### src/rtl/lcd_seq_pkg.sv
package lcd_seq_pkg;
  typedef enum logic [1:0] {
    LVL_GND  = 2'b00,
    LVL_LO   = 2'b01,
    LVL_HI   = 2'b10,
    LVL_FULL = 2'b11
  } lvl_e;

  // second half-frame mirrors every level
  function automatic logic [1:0] lvl_mirror(lvl_e lvl, logic inv);
    return inv ? ~lvl : lvl;
  endfunction
endpackage

### src/rtl/lcd_slot_timer.sv
module lcd_slot_timer #(
  parameter int N_COM       = 4,
  parameter int TICKS_HALF  = 2,
  parameter int TICKS_THIRD = 1,
  localparam int SLOT_W     = $clog2(2 * N_COM)
) (
  input  logic              clk_i,
  input  logic              rst_ni,
  input  logic              tick_i,
  input  logic              bias_third_i,
  output logic [SLOT_W-1:0] slot_o,
  output logic              third_o
);
  localparam int MAX_T     = (TICKS_HALF > TICKS_THIRD) ? TICKS_HALF : TICKS_THIRD;
  localparam int CNT_W     = (MAX_T > 1) ? $clog2(MAX_T) : 1;
  localparam int LAST_SLOT = 2 * N_COM - 1;

  logic [CNT_W-1:0]  cnt_q, cnt_lim;
  logic [SLOT_W-1:0] slot_q;
  logic              third_q;
  logic              slot_end;

  assign cnt_lim  = third_q ? CNT_W'(TICKS_THIRD - 1) : CNT_W'(TICKS_HALF - 1);
  assign slot_end = tick_i && (cnt_q == cnt_lim);

  always_ff @(posedge clk_i or negedge rst_ni) begin
    if (!rst_ni) begin
      cnt_q   <= '0;
      slot_q  <= '0;
      third_q <= 1'b0;
    end else if (tick_i) begin
      if (slot_end) begin
        cnt_q <= '0;
        if (slot_q == SLOT_W'(LAST_SLOT)) begin
          slot_q  <= '0;
          third_q <= bias_third_i;  // bias swaps only at frame edge
        end else begin
          slot_q <= slot_q + 1'b1;
        end
      end else begin
        cnt_q <= cnt_q + 1'b1;
      end
    end
  end

  assign slot_o  = slot_q;
  assign third_o = third_q;
endmodule

### src/rtl/lcd_com_drv.sv
module lcd_com_drv
  import lcd_seq_pkg::*;
#(
  parameter int N_COM   = 4,
  localparam int SLOT_W = $clog2(2 * N_COM),
  localparam int COM_W  = $clog2(N_COM)
) (
  input  logic [SLOT_W-1:0]  slot_i,
  input  logic               disp_i,
  output logic [2*N_COM-1:0] com_lvl_o
);
  logic [COM_W-1:0] com_idx;
  logic             inv;

  assign com_idx = slot_i[COM_W-1:0];
  assign inv     = slot_i[SLOT_W-1];

  for (genvar i = 0; i < N_COM; i++) begin : g_com
    logic sel;
    assign sel = disp_i && (com_idx == COM_W'(i));
    assign com_lvl_o[2*i +: 2] = lvl_mirror(sel ? LVL_FULL : LVL_LO, inv);
  end
endmodule

### src/rtl/lcd_seg_drv.sv
module lcd_seg_drv
  import lcd_seq_pkg::*;
#(
  parameter int N_COM   = 4,
  parameter int N_SEG   = 18,
  localparam int SLOT_W = $clog2(2 * N_COM),
  localparam int COM_W  = $clog2(N_COM)
) (
  input  logic [SLOT_W-1:0]      slot_i,
  input  logic                   disp_i,
  input  logic                   third_i,
  input  logic [N_SEG*N_COM-1:0] data_i,
  output logic [2*N_SEG-1:0]     seg_lvl_o
);
  logic [COM_W-1:0] com_idx;
  logic             inv;
  lvl_e             off_lvl;

  assign com_idx = slot_i[COM_W-1:0];
  assign inv     = slot_i[SLOT_W-1];
  // 1/2 bias has no middle level on segments
  assign off_lvl = third_i ? LVL_HI : LVL_FULL;

  for (genvar s = 0; s < N_SEG; s++) begin : g_seg
    logic [N_COM-1:0] row;
    logic             lit;
    assign row = data_i[s*N_COM +: N_COM];
    assign lit = disp_i && row[com_idx];
    assign seg_lvl_o[2*s +: 2] = lvl_mirror(lit ? LVL_GND : off_lvl, inv);
  end
endmodule

### src/rtl/lcd_mux_seq.sv
module lcd_mux_seq #(
  parameter int N_COM       = 4,
  parameter int N_SEG       = 18,
  parameter int TICKS_HALF  = 2,
  parameter int TICKS_THIRD = 1,
  localparam int SLOT_W     = $clog2(2 * N_COM)
) (
  input  logic                   clk_i,
  input  logic                   rst_ni,
  input  logic                   tick_i,
  input  logic                   bias_third_i,
  input  logic                   disp_on_i,
  input  logic [N_SEG*N_COM-1:0] seg_data_i,
  output logic [2*N_COM-1:0]     com_lvl_o,
  output logic [2*N_SEG-1:0]     seg_lvl_o
);
  logic [SLOT_W-1:0] slot_q;
  logic              third_q;
  logic              disp_q;

  always_ff @(posedge clk_i or negedge rst_ni) begin
    if (!rst_ni) disp_q <= 1'b0;
    else         disp_q <= disp_on_i;
  end

  lcd_slot_timer #(
    .N_COM      (N_COM),
    .TICKS_HALF (TICKS_HALF),
    .TICKS_THIRD(TICKS_THIRD)
  ) u_timer (
    .clk_i       (clk_i),
    .rst_ni      (rst_ni),
    .tick_i      (tick_i),
    .bias_third_i(bias_third_i),
    .slot_o      (slot_q),
    .third_o     (third_q)
  );

  lcd_com_drv #(.N_COM(N_COM)) u_com (
    .slot_i   (slot_q),
    .disp_i   (disp_q),
    .com_lvl_o(com_lvl_o)
  );

  lcd_seg_drv #(.N_COM(N_COM), .N_SEG(N_SEG)) u_seg (
    .slot_i   (slot_q),
    .disp_i   (disp_q),
    .third_i  (third_q),
    .data_i   (seg_data_i),
    .seg_lvl_o(seg_lvl_o)
  );
endmodule

### config.mk
export PLATFORM = sky130hd
export DESIGN_NAME = lcd_mux_seq
export DESIGN_NICKNAME = d
export VERILOG_FILES = /design/src/rtl/lcd_seq_pkg.sv /design/src/rtl/lcd_slot_timer.sv /design/src/rtl/lcd_com_drv.sv /design/src/rtl/lcd_seg_drv.sv /design/src/rtl/lcd_mux_seq.sv
export SDC_FILE = /design/constraint.sdc
export NUM_CORES = 1
export LEC_CHECK = 0
export BUFFER_PORTS_ARGS = -buffer_cell sky130_fd_sc_hd__buf_2
export CAP_MARGIN = 20
export CORE_MARGIN = 2
export CORE_UTILIZATION = 45
export DETAILED_ROUTE_END_ITERATION = 10
export MAX_ROUTING_LAYER = met4
export PLACE_DENSITY = 0.87
export SKIP_LAST_GASP = 1
export SLEW_MARGIN = 10
export SYNTH_ARGS = -nofsm -noshare
export SYNTH_HDL_FRONTEND = slang
export SYNTH_HIERARCHICAL = 1
export SYNTH_SLANG_ARGS = --single-unit
### constraint.sdc
create_clock -name clk_i -period 3.7 [get_ports clk_i]
set_clock_uncertainty 0.2 [all_clocks]
set_input_delay 0.185 -clock clk_i [delete_from_list [all_inputs] [get_ports clk_i]]
set_output_delay 0.185 -clock clk_i [all_outputs]
set_load 0.02 [all_outputs]
---- After elaboration in Yosys (flattened, before gate mapping) ----
Index checks and enable logic that the tools add are counted.
operators by class
  add/sub/neg operators ................... 2
  mux-type cells .......................... 84
  reductions and logical operators ........ 26
  bitwise gates (word level) .............. 22
  equality and inequality tests ........... 5
  $lt $le $gt $ge ......................... 1
operators with widths
  operator                                                    number
  2-to-1 mux 2 bit                                            44
  inverter 2 bit                                              22
  binary-select mux 1 bit (select 2 bit)                      18
  logical AND 1 bit                                           23
  2-to-1 mux 1 bit                                            21
  equality test 2 bit, second input constant                  2
  adder 3 x 1 -> 3 bit, second input constant                 1
  equality test 3 bit, second input constant                  1
  less-than comparator 2 x 3 -> 1 bit, second input constant  1
  2-to-1 mux 3 bit                                            1
  AND reduction 3 bit                                         1
  equality test 2 x 1 -> 1 bit, second input constant         1
  zero test 2 bit                                             1
  AND reduction 2 bit                                         1
  adder 1 bit, second input constant                          1
  equality test 1 bit                                         1
word-level totals
  word-level logic and storage cells ...... 144
  input port bits ......................... 77
  flip-flop bits (word level) ............. 6
  output and inout port bits .............. 44

---- Longest topological paths before layout ----
  depth after elaboration ................. 6
  depth in mapped cells ................... 5
  depth with buffers taken out ............ 5

---- By module ----
The synthesis kept the hierarchy.
modules (own cells, without submodules)
  module          area each (sq um)  sequential area each (sq um)  times used  cells each
  lcd_seg_drv     1335.0             0.0                           1           128
  lcd_slot_timer  235.2              125.1                         1           19
  lcd_com_drv     93.8               0.0                           1           12
  lcd_mux_seq     25.0               25.0                          1           1

---- Least setup slack after synthesis ----
OpenSTA, ideal clock, no wires.
  path kind ............................... reg-to-output
  start ................................... reg u_timer.slot_q[1] (netlist: u_timer/slot_o[1])
  end ..................................... out seg_lvl_o[10]
  arrival time ............................ 1.707 ns
  setup slack ............................. 1.608 ns
  buffers on the path ..................... 2
  stages on the path, launching flop included .. 6
  required time ........................... 3.315 ns
  cell sequence ........................... dfrtp_1 -> buf_6 -> buf_12 -> mux2_4 -> a221oi_2 -> xor2_1
on the way
  cells in the longest elaborated chain, start to end .. 6
RTL lines
  what                                        line                  RTL
  start, declared                             lcd_slot_timer.sv:19  logic [SLOT_W-1:0] slot_q;
  start signal, assigned                      lcd_slot_timer.sv:38  slot_q <= slot_q + 1'b1;
  binary-select mux 1 bit (select 2 bit) (*)  lcd_seg_drv.sv:28     assign lit = disp_i && row[com_idx];
  2-to-1 mux 1 bit (not written as such) (*)  lcd_seg_drv.sv:28
  logical AND 1 bit (*)                       lcd_seg_drv.sv:28
  2-to-1 mux 2 bit (*)                        lcd_seg_drv.sv:29     assign seg_lvl_o[2*s +: 2] = lvl_mirror(lit ? LVL_GND : off_lvl, inv);
  inverter 2 bit                              lcd_seq_pkg.sv:11     return inv ? ~lvl : lvl;
  2-to-1 mux 2 bit (*)                        lcd_seq_pkg.sv:11
  end, declared                               lcd_mux_seq.sv:15     output logic [2*N_SEG-1:0] seg_lvl_o
Every way passes the cells marked *; elsewhere a longest branch is shown, timed or not. The select of a mux whose other input is x is not followed.

---- Worst setup path in the final report ----
  start ................................... reg u_timer.slot_q[1] (netlist: u_timer/slot_o[1])
  end ..................................... out seg_lvl_o[2]
The elaborated chain is that of the path after synthesis.

==> run summary <==
The final count of hold timing violations was 0; the final worst-path cycle share was 72.4%. The critical path contains buffers and inverters numbering 2 combined. The tools report the net total in the final layout as 350.

Row generation in the floorplan step produced 22 rows. The final standard cell count with taps included and fillers excluded is 318, and the post-synth net total is 239. For the pin with the worst max-slew slack, the measured transition is 834 ps. The routed layout has 1704 vias.

Number of global-route vias before repair: 1642. The tools report the largest net degree at the start of global routing as 37. Hold repair after CTS inserted 2 buffers. The post-cts resize count is 0. The routed design could run at a clock period as short as 2680 ps. The tools report the all-layer global routing usage as 21.8%. The clock latency on the worst-skew pair came out at 230 ps.

Leaving out fill and tap cells, the most frequent cell in the layout is sky130_fd_sc_hd__buf_2. The floorplan step defined a die boundary enclosing 4260 um2. The highest net fanout along the worst path was 23. The final antenna diode count came out at 0. The longest clock path from root to sink contains 2 buffers. Setup violations remaining at the end of the flow were counted as 0. Final routed DRC violation total: 0.

The post-place setup slack was 1250 ps. Based on the critical path, the design can be clocked at up to 373 MHz. TritonCTS built the clock tree. The first global-routing pass estimated 7250 um of wire. The max-slew violation total from the final report is 0, and the cell count after synthesis is 160. Yosys printed 6 warnings. The initial utilization of the core area, before any placement, comes to 46.5%.

The detailed router finished its first iteration with 123 violations. The worst path setup slack after routing was 1020 ps; the width of the die was 65.3 um. In this run the standard cell core region covers 3630 um2.

The clock-pin slew reported for the worst setup and hold paths after clock tree synthesis is 40 ps, and the clock sink count is 6. The category of the worst setup path launch point is a flop. For this run, the slowest stage of the critical path takes 710 ps. Each instance of the synthesized netlist takes up on average 10.6 um2. For this run the aggregate overflow at the end of global routing stands at 0. The number of different library cells used by synthesis comes to 25. The tools report the count of H-tree levels built during CTS as 1. The slowest stage of the critical path belongs to the cell sky130_fd_sc_hd__dfrtp_2.

Of the cells placed in the final design, the portion with a size suffix greater than 1 is 70.0%. The number of buffer cells added on primary ports is 120. After detailed routing, the average wire length per cell comes to 14.5 um.

Category of cells accounting for the largest share of critical-path delay: flip-flops. Data arrives at the worst endpoint at 2300 ps. The sequential fraction of the synthesis area came out at 8.89%. The initial antenna violation count was 0; the final routed wirelength across all metal layers was 4620 um. The synthesized design contains 6 register bits. Type of the tightest min-delay check: in -> reg. The logs give 3310 ps for the required time at the worst-slack endpoint and 44.4% for the max-slew headroom at the worst pin. The library cells used most frequently in the layout, excluding fill and tap cells, are sky130_fd_sc_hd__buf_2 (120), sky130_fd_sc_hd__xor2_1 (37), sky130_fd_sc_hd__mux2_4 (19). The total clock buffers created by CTS is 3. The cell sitting at the root of the clock tree is a sky130_fd_sc_hd__clkbuf_8. From synthesis to final layout, the design area changed by 37.1%. From bottom edge to top edge, the die measures 65.3 um.

Across the run, the number of max-cap violations was 0. For this design the ratio of total power to cell area is 1110 nW/um2. The first detailed-routing pass took 4 iterations. Setup repair after global routing left no endpoint under its margin. At the end of routability-driven placement, the weighted congestion stood at 0.746.

Number of setup buffers added after CTS: 0. The count of nets left with antenna violations once routing finished came out at 0. The logs give 1690 um2 for the post-synthesis cell area and 15.5 ps for the worst hold slack. In the routed layout, each cell is associated on average with a via count of 5.36.

The run finished with clean final reports. The number of I/O pins was 121. The number of placed instances, taps included, is 312. Traced cell by cell, the critical path runs through buf_4 -> mux2_2 -> a221oi_2 -> xor2_1 -> buf_2. The worst setup path is captured at an output port. For the highest ir drop seen on vdd, the log shows 0.648 mV. The startpoint-to-endpoint class of the critical path is reg -> out. Sum of net half-perimeters after detailed placement: 3670 um. Adding up every negative setup slack in the final design gives 0 ps.

The analysis attributes to cell leakage a power of 1.14 nW.
-- stage by stage --
stage / utilization (%) / instance area (um2) / total power [W]
global route: 63.7 / 2320 / 0.00276
CTS: 63.7 / 2320 / 0.00260
finish: 63.7 / 2320 / 0.00257
detailed placement: 61.9 / 2250 / 0.00249
global placement: 61.9 / 2250 / 0.00244
floorplan: - / 1690 / 0.00194
-- state kept, by name, indices dropped and copies added (netlist names) --
signal,cells
u_timer/slot_o,3
disp_q,1
u_timer/cnt_q,1
u_timer/third_o,1
-- synth_stat cells --
| library cell | number | area (um2) |
|---|---|---|
| sky130_fd_sc_hd__nand2_1 | 3 | 11.3 |
| sky130_fd_sc_hd__buf_1 | 2 | 7.51 |
| sky130_fd_sc_hd__mux2_2 | 18 | 203 |
| sky130_fd_sc_hd__nor2b_1 | 1 | 6.26 |
| sky130_fd_sc_hd__xor2_1 | 37 | 324 |
| sky130_fd_sc_hd__a22oi_1 | 18 | 135 |
| sky130_fd_sc_hd__o21ai_0 | 1 | 5.00 |
| sky130_fd_sc_hd__dfrtp_1 | 6 | 150 |
| sky130_fd_sc_hd__nand3b_1 | 2 | 15.0 |
| sky130_fd_sc_hd__buf_2 | 8 | 40.0 |
| sky130_fd_sc_hd__nor3b_2 | 1 | 12.5 |
| sky130_fd_sc_hd__o31ai_1 | 1 | 7.51 |
| sky130_fd_sc_hd__and2_1 | 1 | 6.26 |
| sky130_fd_sc_hd__a221oi_2 | 18 | 270 |
| sky130_fd_sc_hd__inv_2 | 1 | 3.75 |
| sky130_fd_sc_hd__clkbuf_1 | 4 | 15.0 |
| sky130_fd_sc_hd__buf_12 | 2 | 40.0 |
| sky130_fd_sc_hd__buf_4 | 3 | 22.5 |
| sky130_fd_sc_hd__mux2_1 | 3 | 33.8 |
| sky130_fd_sc_hd__buf_6 | 2 | 22.5 |
| sky130_fd_sc_hd__nand3_1 | 1 | 5.00 |
| sky130_fd_sc_hd__xnor2_1 | 4 | 35.0 |
| sky130_fd_sc_hd__nor2_1 | 2 | 7.51 |
| sky130_fd_sc_hd__mux2_4 | 19 | 285 |
| sky130_fd_sc_hd__ha_1 | 2 | 25.0 |
-- worst paths after layout --
path,end,slack (ps),cells past startpoint,start
worst min-delay path,u_timer/third_o$_DFFE_PN0P_,20,3,bias_third_i
worst max-delay path,seg_lvl_o[2],1020,5,u_timer/slot_o[1]$_DFFE_PN0P_
max in group asynchronous,u_timer/slot_o[1]$_DFFE_PN0P_,3040,2,rst_ni
worst max register to register,u_timer/slot_o[1]$_DFFE_PN0P_,1830,4,u_timer/third_o$_DFFE_PN0P_
min in group asynchronous,u_timer/slot_o[0]$_DFFE_PN0P_,110,2,rst_ni
worst min register to register,u_timer/third_o$_DFFE_PN0P_,400,2,u_timer/cnt_q$_DFFE_PN0P_
-- kinds of logic (layout without fill, tap and decap cells) --
group,after synthesis,count (layout),synth area share [%]
adder cells (fa/ha/maj),2,2,1.48
AO/OA/AOI/OAI,38,38,24.7
multiplexers,40,40,30.9
AND/OR/NAND/NOR,11,11,3.78
flip-flops,6,6,8.89
XOR/XNOR,41,41,21.3
buffers and inverters,22,132,8.96
-- tightest hold or removal path: stages --
cell	delay, ps
sky130_fd_sc_hd__buf_2	90
sky130_fd_sc_hd__o31ai_1	60
sky130_fd_sc_hd__o21ai_0	60
-- cell type report --
class	instances	area, um2
Sequential cell	6	153
Tap cell	48	60.1
Multi-Input combinational cell	132	1400
Timing Repair Buffer	127	658
Fill cell	340	1320
Inverter	1	3.75
Clock buffer	4	45.0
-- where the power goes --
part	switching [W]	internal (W)	leakage, nW
clock	0.0000301	0.0000742	0.0228
sequential	0.000146	0.0000957	0.0696
combinational	0.00131	0.000919	1.05
-- per-layer routing --
layer | up-vias | routed length (um) | global-route usage, %
li1 | 821 | - | -
met1 | 806 | 1700 | 22.8
met2 | 67 | 2560 | 43.0
met3 | 10 | 266 | 1.54
met4 | 0 | 86 | 7.03
met5 | - | 0 | -
Note: power is estimated with default switching activity, not from simulation.
